File: src/rtl/pulse_accum.sv
module pulse_accum #(
  parameter int SYNC_STAGES = 2
) (
  input  logic       clk,
  input  logic       rst_n,
  input  logic       pin_in,
  input  logic [1:0] addr,
  input  logic       wr,
  input  logic [7:0] wdata,
  output logic [7:0] rdata,
  output logic       irq_ovf,
  output logic       irq_edge
);
  localparam int OVF_BIT  = 5;
  localparam int EDGE_BIT = 4;

  logic [SYNC_STAGES-1:0] sync_q;
  logic       prev_q;
  logic [7:0] cnt_q;
  logic [2:0] ctrl_q;
  logic       ovf_q, edg_q, ovf_msk_q, edg_msk_q;

  wire pin_s  = sync_q[SYNC_STAGES-1];
  wire rise   = pin_s & ~prev_q;
  wire fall   = ~pin_s & prev_q;
  wire ev     = ctrl_q[0] & (ctrl_q[1] ? (rise | fall) : (ctrl_q[2] ? rise : fall));
  wire wr_cnt = wr && addr == 2'd0;
  wire ev_ok  = ev && !wr_cnt;
  wire wr_flg = wr && addr == 2'd2;

  always_ff @(posedge clk or negedge rst_n)
    if (!rst_n) begin
      sync_q <= '0;
      prev_q <= 1'b0;
    end else begin
      sync_q <= {sync_q[SYNC_STAGES-2:0], pin_in};
      prev_q <= pin_s;
    end

  always_ff @(posedge clk or negedge rst_n)
    if (!rst_n) begin
      cnt_q     <= '0;
      ctrl_q    <= '0;
      ovf_q     <= 1'b0;
      edg_q     <= 1'b0;
      ovf_msk_q <= 1'b0;
      edg_msk_q <= 1'b0;
    end else begin
      if (wr_cnt)      cnt_q <= wdata;
      else if (ev_ok)  cnt_q <= cnt_q + 8'd1;
      if (wr && addr == 2'd1) ctrl_q <= wdata[2:0];
      if (wr && addr == 2'd3) begin
        ovf_msk_q <= wdata[OVF_BIT];
        edg_msk_q <= wdata[EDGE_BIT];
      end
      if (ev_ok && cnt_q == 8'hFF)              ovf_q <= 1'b1;
      else if (wr_flg && wdata[OVF_BIT])       ovf_q <= 1'b0;
      if (ev_ok)                               edg_q <= 1'b1;
      else if (wr_flg && wdata[EDGE_BIT])      edg_q <= 1'b0;
    end

  always_comb
    case (addr)
      2'd0:    rdata = cnt_q;
      2'd1:    rdata = {5'b0, ctrl_q};
      2'd2:    rdata = {2'b0, ovf_q, edg_q, 4'b0};
      default: rdata = {2'b0, ovf_msk_q, edg_msk_q, 4'b0};
    endcase

  assign irq_ovf  = ovf_q & ovf_msk_q;
  assign irq_edge = edg_q & edg_msk_q;
endmodule


File: config.mk
export PLATFORM = sky130hd
export DESIGN_NAME = pulse_accum
export DESIGN_NICKNAME = d
export VERILOG_FILES = /design/src/rtl/pulse_accum.sv
export SDC_FILE = /design/constraint.sdc
export NUM_CORES = 1
export LEC_CHECK = 0
export ABC_CLOCK_PERIOD_IN_PS = 5150
export BUFFER_PORTS_ARGS = -buffer_cell sky130_fd_sc_hd__buf_2
export CAP_MARGIN = 5
export CORE_ASPECT_RATIO = 1.25
export CORE_MARGIN = 2
export CORE_UTILIZATION = 25
export DETAILED_ROUTE_END_ITERATION = 10
export GPL_ROUTABILITY_DRIVEN = 0
export MAX_ROUTING_LAYER = met4
export PLACE_DENSITY = 0.55
export SYNTH_ARGS = -nofsm -noshare
export SYNTH_HDL_FRONTEND = slang
export SYNTH_SLANG_ARGS = --single-unit
File: constraint.sdc
create_clock -name clk -period 5.15 [get_ports clk]
set_clock_uncertainty 0.1 [all_clocks]
set_input_delay 0.2575 -clock clk [delete_from_list [all_inputs] [get_ports clk]]
set_output_delay 0.2575 -clock clk [all_outputs]
set_load 0.05 [all_outputs]
==> flow_metrics.env, run 1 <==
export IMPL_final_max_slew_viol_count=0
export IMPL_n_fill_cell=411
export IMPL_drc_errors=0
export IMPL_syn_to_final_growth_pct=22.31
export IMPL_cts_setup_buffers=0
export IMPL_whs_path_depth=1
export IMPL_drv_cap=0
export IMPL_htree_levels=1
export IMPL_dp_hpwl_um=1577
export IMPL_dieArea_mm2=0.004471
export IMPL_clk_latency_ps=250
export IMPL_power_frac_seq=0.431
export IMPL_grt_use_total=0.1011
export IMPL_power_leakage_nw=0.5457
export IMPL_portBuffers=23
export IMPL_regArea_um2=450.4
export IMPL_cts_resized_gates=0
export IMPL_drt_iter0_drc=33
export IMPL_clkPwrFrac=0.172
export IMPL_ys_types=24
export IMPL_synth_area_um2=987.2
export IMPL_crit_required_ps=5160
export IMPL_path_class="flip-flop to flip-flop"
export IMPL_cts_buffers=3
export IMPL_hold_path_end="sync_q[0]$_DFF_PN0_"
export IMPL_yosys_area_top_type="dfrtp_1"
export IMPL_dr_pass1_iters=4
export IMPL_cp_slowest_cell="dfrtp_1"
export IMPL_diodes=0
export IMPL_synth_top_area_share=0.4563
export IMPL_cp_cell_sequence="inv_1, ha_1, mux2_4, o211a_1, nand2_1, xor2_1, a21oi_1"
export IMPL_wl_um=2112
export IMPL_antenna_found_initial=0
export IMPL_p_per_area_mw_per_mm2=460.0
export IMPL_syn_nets=116
export IMPL_internal_power_mw=0.3259
export IMPL_synth_seq_cells=18
export IMPL_rr_worst_depth=7
export IMPL_row_count=25
export IMPL_grt_pass1_vias=743
export IMPL_crit_fanout=5
export IMPL_grt_max_degree=19
export IMPL_wl_per_cell_um=11.93
export IMPL_postPlaceCellArea_mm2=0.001156
export IMPL_synth_edf_count=0
export IMPL_total_power_mw=0.5555
export IMPL_hold_path_class="input port to flip-flop"
export IMPL_drive_above_1_share=0.2846
export IMPL_grt_overflow_total=0
export IMPL_synth_avg_cell_area_um2=9.972
export IMPL_yosysSeqAreaShare=0.4563
export IMPL_switching_share=0.4132
export IMPL_cts_tree="built"
export IMPL_yosysMostFrequentCell="dfrtp_1"
export IMPL_io_pins=24
export IMPL_status="finished clean"
export IMPL_multi_input_area_um2=515.5
export IMPL_finalCriticalPeriod_ps=1782
export IMPL_ys_flop_type="dfrtp_1"
export IMPL_cts_sinks=18
export IMPL_fin_nets=142
export IMPL_fp_dieW_um=60.21
export IMPL_netlist_instances=99
export IMPL_synth_area_leaders="dfrtp_1 46%, mux2_2 8.0%, nor2_1 5.3%"
export IMPL_reg2reg_setup_slack_ps=3370
export IMPL_ir_drop_uv=107.3
export IMPL_vias=795
export IMPL_critical_path_arrival_ps=1790
export IMPL_switchingPower_mw=0.2295
export IMPL_hold_violations=0
export IMPL_hp_start="pin_in"
export IMPL_synthTopCellsByCount="18 x dfrtp_1, 14 x nor2_1, 9 x a21oi_1, 8 x nand2_1, 7 x mux2_2"
export IMPL_finalCritPeriodShare=0.3461
export IMPL_timing_fmax_mhz=561.1
export IMPL_dieHeight_um=74.26
export IMPL_dp_slack_ps=3384
export IMPL_finalSetupViolCount=0
export IMPL_slew_headroom=0.6225
export IMPL_end_kind="flip-flop"
export IMPL_ant_nets=0
export IMPL_power_frac_comb=0.396
export IMPL_fin_hold_ws_ps=14.93
export IMPL_final_cell_area_mm2=0.001207
export IMPL_viasPerCell=4.492
export IMPL_worst_pin_slew_ps=565.0
export IMPL_yosysWarningCount=0
export IMPL_startpoint_type="flip-flop"
export IMPL_start_util=0.2608
export IMPL_rr_endpoint="cnt_q[2]$_DFFE_PN0P_"
export IMPL_clockBufferDepth=2
export IMPL_fin_ws_ps=3368
export IMPL_rsz0062_at_grt="false"
export IMPL_clk_pin_slew_ps=60
export IMPL_r2r_start="sync_q[1]$_DFF_PN0_"
export IMPL_synthArstFlopShare=1.000
export IMPL_core_mm2=0.003785
export IMPL_grt_pass1_wl_um=3360
export IMPL_critPathMaxStageDelay_ps=370
export IMPL_fin_tns_setup_ps=0
export IMPL_cts_root_buf="clkbuf_8"
-- stage by stage --
| stage | std cells | utilization |
|---|---|---|
| global placement | 173 | 0.3055 |
| floorplan | 99 | - |
| CTS | 177 | 0.3190 |
| finish | 177 | 0.3190 |
| global route | 177 | 0.3190 |
| detailed placement | 173 | 0.3055 |
-- worst max path at each step --
stage	from	depth (start not counted)	to
after floorplan	sync_q[1]$_DFF_PN0_	7	cnt_q[4]$_DFFE_PN0P_
after global placement	sync_q[1]$_DFF_PN0_	7	cnt_q[2]$_DFFE_PN0P_
after detailed placement	sync_q[1]$_DFF_PN0_	7	cnt_q[2]$_DFFE_PN0P_
after CTS	sync_q[1]$_DFF_PN0_	7	cnt_q[2]$_DFFE_PN0P_
after global routing	sync_q[1]$_DFF_PN0_	7	cnt_q[4]$_DFFE_PN0P_
final	sync_q[1]$_DFF_PN0_	7	cnt_q[2]$_DFFE_PN0P_
-- power by group through the flow --
| stage | combinational [mW] | sequential (mW) | clock, mW |
|---|---|---|---|
| after floorplan | 0.179 | 0.228 | 0 |
| after global placement | 0.217 | 0.240 | 0 |
| after detailed placement | 0.219 | 0.242 | 0 |
| after CTS | 0.222 | 0.240 | 0.0990 |
| after global routing | 0.242 | 0.246 | 0.106 |
| final | 0.220 | 0.240 | 0.0958 |
-- flip-flops by register name (all words and copies together) (netlist names) --
signal / cells
sync_q: 2
edg_msk_q: 1
ovf_q: 1
cnt_q: 8
ctrl_q: 3
edg_q: 1
ovf_msk_q: 1
prev_q: 1
-- logic make-up after synthesis --
group | Yosys count | synth area share
muxes | 11 | 0.1255
and+or+nand+nor | 40 | 0.1876
xor gates and xnor gates | 7 | 0.06211
buffers and inverters | 5 | 0.02155
adders and majority gates | 3 | 0.03803
AOI/OAI and AO/OA | 15 | 0.1090
DFF | 18 | 0.4563
-- critical path, delay by kind of cell, from the launching register on --
kind / cells / cell delay (ps)
fa+ha+maj: 1 / 190
flops: 1 / 370
xor+xnor: 1 / 160
compound gates: 2 / 360
mux: 1 / 290
buf+inv: 1 / 50
simple gates: 1 / 120
-- cell usage in the layout, fill, tap and decap left out, types with 2 or more instances in the layout --
cell type  count
ha_1           3
and2_1         5
nor2_1        14
dfrtp_1       18
clkbuf_8       3
nand3_1        6
a21oi_1        9
xor2_1         2
nand2_1        8
mux2i_1        3
a22o_1         2
nor3_1         3
inv_1          2
xnor2_1        5
mux2_2         7
buf_2         23
nand4_1        2
-- cell type report --
cell class                      instances  area share
Multi-Input combinational cell         76      0.4269
Inverter                                2    0.006218
Clock buffer                            3     0.03420
Sequential cell                        18      0.3731
Tap cell                               54     0.05596
Timing Repair Buffer                   24      0.1036
-- routing by layer --
| metal | part of all wire | wire, µm | track usage | vias up |
|---|---|---|---|---|
| met5 | 0 | 0 | - | - |
| met4 | 0 | 0 | 0.03704 | 0 |
| li1 | - | - | - | 395 |
| met1 | 0.47 | 992 | 0.1354 | 382 |
| met2 | 0.49 | 1044 | 0.1570 | 18 |
| met3 | 0.036 | 75 | 0.01043 | 0 |
-- repair_timing --
action,4_1_cts,5_1_grt
hold endpoints to repair,18,0
hold buffers,1,0
setup endpoints to repair,0,0
Note: power is estimated with default switching activity, not from simulation.
==> run 2: changes to the inputs <==
- ABC_CLOCK_PERIOD_IN_PS: 5150 -> 1600
- PLACE_DENSITY: 0.55 -> 0.57
- clock period: 5.15 -> 1.6 ns (I/O delays scaled with it)
==> run 2 against run 1 <==
Net effect:
- the flow now finishes with violations (setup timing)
- core utilization increased by 5.1 points
- fmax increased by 4.8%
- first-iteration DRC count increased by 6.1%
- largest cell class unchanged
==> flow_metrics.env, run 2 (synthesis results as in run 1) <==
export IMPL_status="complete, but fails checks"
export IMPL_violations="setup timing"
export IMPL_finalCriticalPeriod_ps=1701
export IMPL_end_kind="flip-flop"
export IMPL_finalSetupViolCount=9
export IMPL_reg2reg_setup_slack_ps=-100
export IMPL_ir_drop_uv=383.2
export IMPL_clockBufferDepth=2
export IMPL_io_pins=24
export IMPL_dieArea_mm2=0.004471
export IMPL_grt_pass1_vias=863
export IMPL_layout_commonest_cell="buf_2"
export IMPL_path_class="flip-flop to flip-flop"
export IMPL_final_max_slew_viol_count=0
export IMPL_grt_use_total=0.1186
export IMPL_cts_tree="built"
export IMPL_startpoint_type="flip-flop"
export IMPL_largest_reg_flops=8
export IMPL_crit_required_ps=1630
export IMPL_fp_dieW_um=60.21
export IMPL_cts_root_buf="clkbuf_8"
export IMPL_fin_nets=156
export IMPL_start_util=0.2608
export IMPL_largest_register="cnt_q"
export IMPL_dieHeight_um=74.26
export IMPL_whs_path_depth=3
export IMPL_grt_max_degree=19
export IMPL_critical_path_arrival_ps=1730
export IMPL_hold_violations=0
export IMPL_wl_per_cell_um=11.82
export IMPL_cts_buffers=3
export IMPL_htree_levels=1
export IMPL_timing_fmax_mhz=587.8
export IMPL_cts_sinks=18
export IMPL_fin_hold_ws_ps=3.705
export IMPL_drt_iter0_drc=35
export IMPL_viasPerCell=4.419
export IMPL_rr_worst_depth=7
export IMPL_slew_headroom=0.7230
export IMPL_core_mm2=0.003785
export IMPL_drive_above_1_share=0.3942
export IMPL_fin_ws_ps=-101.4
export IMPL_syn_to_final_growth_pct=41.70
export IMPL_hold_path_end="cnt_q[6]$_DFFE_PN0P_"
export IMPL_portBuffers=23
export IMPL_grt_overflow_total=0
export IMPL_row_count=25
export IMPL_hold_path_class="input port to flip-flop"
export IMPL_diodes=0
export IMPL_rsz0062_at_grt="true"
export IMPL_finalCritPeriodShare=1.063
export IMPL_p_per_area_mw_per_mm2=1383
export IMPL_ant_nets=0
export IMPL_drc_errors=0
export IMPL_clk_latency_ps=250
export IMPL_r2r_start="sync_q[1]$_DFF_PN0_"
export IMPL_antenna_found_initial=0
export IMPL_hp_start="wdata[6]"
export IMPL_dr_pass1_iters=4
export IMPL_vias=844
export IMPL_crit_fanout=4
export IMPL_worst_pin_slew_ps=415.6
export IMPL_clk_pin_slew_ps=60
export IMPL_wl_um=2258
export IMPL_total_power_mw=1.935
export IMPL_top_regs="cnt_q (8), ctrl_q (3), sync_q (2)"
export IMPL_final_cell_mix="23 x buf_2, 18 x dfrtp_1, 14 x nor2_1"
export IMPL_grt_pass1_wl_um=3746
export IMPL_rr_endpoint="cnt_q[4]$_DFFE_PN0P_"
export IMPL_power_leakage_nw=0.6220
export IMPL_drv_cap=0
export IMPL_dp_hpwl_um=1639
[run 2: changes by cell type in the layout (fill, tap and decap cells not counted), moves of 3 or more]
cell / before / now
buf_4: 0 / 5
dlygate4sd3_1: 1 / 8
nor3_1: 3 / 0
nor3_2: 0 / 3
[run 2: report_power, final]
part | total (mW) | switching [mW] | internal (mW)
clock | 0.313 | 0.145 | 0.167
combinational | 0.836 | 0.479 | 0.357
sequential | 0.787 | 0.188 | 0.599
total | 1.94 | 0.813 | 1.12
[run 2: worst max-delay path, cell delays in order, from the launching register on]
cell     delay (ps)
dfrtp_1         370
inv_1            60
ha_2            160
mux2_4          290
o211a_4         270
nand4_1         100
xor2_1          150
a21oi_1          80
[run 2: per-stage QoR]
stage	util	cell area, µm²	TNS [ps]	cells	setup slack, ps
2_1_floorplan	-	1002	-13.14	99	-13.14
3_3_place_gp	0.3174	1201	-321.2	177	-83.76
3_5_place_dp	0.3174	1201	-579.9	177	-114.3
4_1_cts	0.3570	1351	-536.5	189	-96.23
5_1_grt	0.3696	1399	-1430	191	-212.2
6_report	0.3696	1399	-571.0	191	-101.4
[run 2: how the worst max path moves through the flow]
stage	to	slack, ps	cells past startpoint	start
2_1_floorplan	cnt_q[4]$_DFFE_PN0P_	-10	7	sync_q[1]$_DFF_PN0_
3_5_place_dp	cnt_q[4]$_DFFE_PN0P_	-110	7	sync_q[1]$_DFF_PN0_
5_1_grt	cnt_q[3]$_DFFE_PN0P_	-210	7	sync_q[1]$_DFF_PN0_
3_3_place_gp	cnt_q[2]$_DFFE_PN0P_	-80	7	sync_q[1]$_DFF_PN0_
6_report	cnt_q[4]$_DFFE_PN0P_	-100	7	sync_q[1]$_DFF_PN0_
4_1_cts	cnt_q[4]$_DFFE_PN0P_	-100	7	sync_q[1]$_DFF_PN0_
[run 2: layer usage]
layer / up-vias / share of wire / track usage
met1: 396 / 0.42 / 0.1246
li1: 418 / - / -
met2: 25 / 0.52 / 0.2053
met4: 0 / 0.023 / 0.06420
met5: - / 0 / -
met3: 5 / 0.039 / 0.02261
[run 2: cell type report]
cell class	instances	area, µm²
clock buffer	3	41.29
fill	383	2386
inverter	2	7.507
multi-input combinational	76	576.8
sequential	18	450.4
tap	54	67.56
timing repair buffer	38	255.2
[run 2: what timing repair did]
| item | CTS | global route |
|---|---|---|
| pin swaps | 8 | 6 |
| hold buffers | 8 | 0 |
| buffers inserted | 1 | 2 |
| gates resized for setup | 5 | 6 |
| endpoints found under the hold margin | 25 | 0 |
| endpoints found under the setup margin | 8 | 10 |
==> run 3: changes to the inputs <==
- RECOVER_POWER: not set -> 50
==> run 3 against run 2 <==
Net effect:
- the flow still finishes with violations (setup timing)
- sequential cell count stayed put
- via count unchanged
- worst setup slack barely moved
- global-route usage unchanged
- core utilization about the same
- final cell count unchanged
- non-clock buffer count stayed put
- combinational power barely moved
==> flow_metrics.env, run 3 (synthesis results as in run 1) <==
export IMPL_dp_hpwl_um=1639
export IMPL_power_frac_comb=0.432
export IMPL_wl_per_cell_um=11.81
export IMPL_dieArea_mm2=0.004471
export IMPL_largest_reg_flops=8
export IMPL_cp_slowest_cell="dfrtp_1"
export IMPL_io_pins=24
export IMPL_crit_required_ps=1630
export IMPL_dieHeight_um=74.26
export IMPL_p_per_area_mw_per_mm2=1384
export IMPL_start_util=0.2608
export IMPL_fin_tns_setup_ps=-571.3
export IMPL_hold_path_class="input port to flip-flop"
export IMPL_clk_pin_slew_ps=60
export IMPL_ir_drop_uv=383.2
export IMPL_cts_root_buf="clkbuf_8"
export IMPL_grt_pass1_vias=863
export IMPL_clk_latency_ps=250
export IMPL_critical_path_arrival_ps=1730
export IMPL_startpoint_type="flip-flop"
export IMPL_drc_errors=0
export IMPL_power_leakage_nw=0.6193
export IMPL_fp_dieW_um=60.21
export IMPL_slew_headroom=0.3375
export IMPL_switching_share=0.4200
export IMPL_wl_um=2256
export IMPL_worst_pin_slew_ps=993.8
export IMPL_top_regs="cnt_q (8), ctrl_q (3), sync_q (2)"
export IMPL_crit_fanout=4
export IMPL_cts_sinks=18
export IMPL_cts_tree="built"
export IMPL_path_class="flip-flop to flip-flop"
export IMPL_grt_use_total=0.1186
export IMPL_fin_nets=156
export IMPL_cp_cell_sequence="inv_1, ha_2, mux2_4, o211a_4, nand4_1, xor2_1, a21oi_1"
export IMPL_power_frac_seq=0.407
export IMPL_finalCritPeriodShare=1.063
export IMPL_rsz0062_at_grt="true"
export IMPL_path_buf_inv=1
export IMPL_cp_top_family="flip-flops"
export IMPL_largest_register="cnt_q"
export IMPL_vias=844
export IMPL_fin_ws_ps=-101.4
export IMPL_portBuffers=23
export IMPL_dr_pass1_iters=4
export IMPL_drv_cap=0
export IMPL_dp_slack_ps=-114.3
export IMPL_antenna_found_initial=0
export IMPL_utilization=0.3693
export IMPL_cts_buffers=3
export IMPL_fin_hold_ws_ps=3.707
export IMPL_timing_fmax_mhz=587.8
export IMPL_ant_nets=0
export IMPL_clockBufferDepth=2
export IMPL_grt_max_degree=19
export IMPL_htree_levels=1
export IMPL_row_count=25
export IMPL_end_kind="flip-flop"
export IMPL_core_mm2=0.003785
export IMPL_layout_commonest_cell="buf_2"
export IMPL_final_max_slew_viol_count=0
export IMPL_finalCriticalPeriod_ps=1701
export IMPL_drt_iter0_drc=35
export IMPL_n_fill_cell=384
export IMPL_switchingPower_mw=0.8126
export IMPL_clkPwrFrac=0.162
export IMPL_final_cell_mix="22 x buf_2, 18 x dfrtp_1, 14 x nor2_1"
export IMPL_status="complete, but fails checks"
export IMPL_drive_above_1_share=0.3869
export IMPL_internal_power_mw=1.122
export IMPL_finalSetupViolCount=9
export IMPL_diodes=0
export IMPL_syn_to_final_growth_pct=41.57
export IMPL_hold_violations=0
export IMPL_grt_pass1_wl_um=3746
export IMPL_violations="setup timing"
export IMPL_viasPerCell=4.419
export IMPL_critPathMaxStageDelay_ps=370
export IMPL_grt_overflow_total=0
run 3: final timing paths:
check	start	end	slack, ps	depth (start not counted)
max	sync_q[1]$_DFF_PN0_	cnt_q[4]$_DFFE_PN0P_	-100	7
min	wdata[6]	cnt_q[6]$_DFFE_PN0P_	4	3
max reg2reg	sync_q[1]$_DFF_PN0_	cnt_q[4]$_DFFE_PN0P_	-100	7
min reg2reg	sync_q[0]$_DFF_PN0_	sync_q[1]$_DFF_PN0_	270	0
max in group asynchronous	rst_n	cnt_q[4]$_DFFE_PN0P_	390	2
min in group asynchronous	rst_n	sync_q[1]$_DFF_PN0_	410	2
run 3: what timing repair did:
item	in CTS	in global routing
endpoints found under the setup margin	8	10
pin swaps	8	6
gates cloned	0	0
setup buffers	1	2
hold endpoints to repair	25	0
hold buffers	8	0
gates resized for setup	5	6
run 3: through the flow:
stage,instances,cell area (µm²),power (mW)
6_report,191,1398,1.935
5_1_grt,191,1398,2.059
4_1_cts,189,1351,1.868
3_5_place_dp,177,1201,1.508
3_3_place_gp,177,1201,1.493
2_1_floorplan,99,1002,1.322
run 3: metal layers:
layer / wire length (µm) / vias up / global-route usage
li1: - / 418 / -
met3: 87 / 5 / 0.02261
met2: 1173 / 25 / 0.2053
met5: 0 / - / -
met1: 940 / 396 / 0.1246
met4: 53 / 0 / 0.06420
run 3: worst register-to-register path: stages (launching register included):
cell	delay (ps)
dfrtp_1	370
inv_1	60
ha_2	160
mux2_4	290
o211a_4	270
nand4_1	100
xor2_1	150
a21oi_1	80
run 3: area by class of cell:
type,instances,area (µm²),share of cell area
Multi-Input combinational cell,76,576.8,0.4127
Tap cell,54,67.56,0.04834
Clock buffer,3,41.29,0.02954
Inverter,2,7.507,0.005372
Sequential cell,18,450.4,0.3223
Timing Repair Buffer,38,254.0,0.1817
run 3: power groups by stage:
stage | Sequential (mW) | Clock (mW) | Combinational, mW
2_1_floorplan | 0.735 | 0 | 0.586
3_3_place_gp | 0.773 | 0 | 0.720
3_5_place_dp | 0.781 | 0 | 0.727
4_1_cts | 0.775 | 0.320 | 0.773
5_1_grt | 0.811 | 0.339 | 0.910
6_report | 0.787 | 0.313 | 0.835
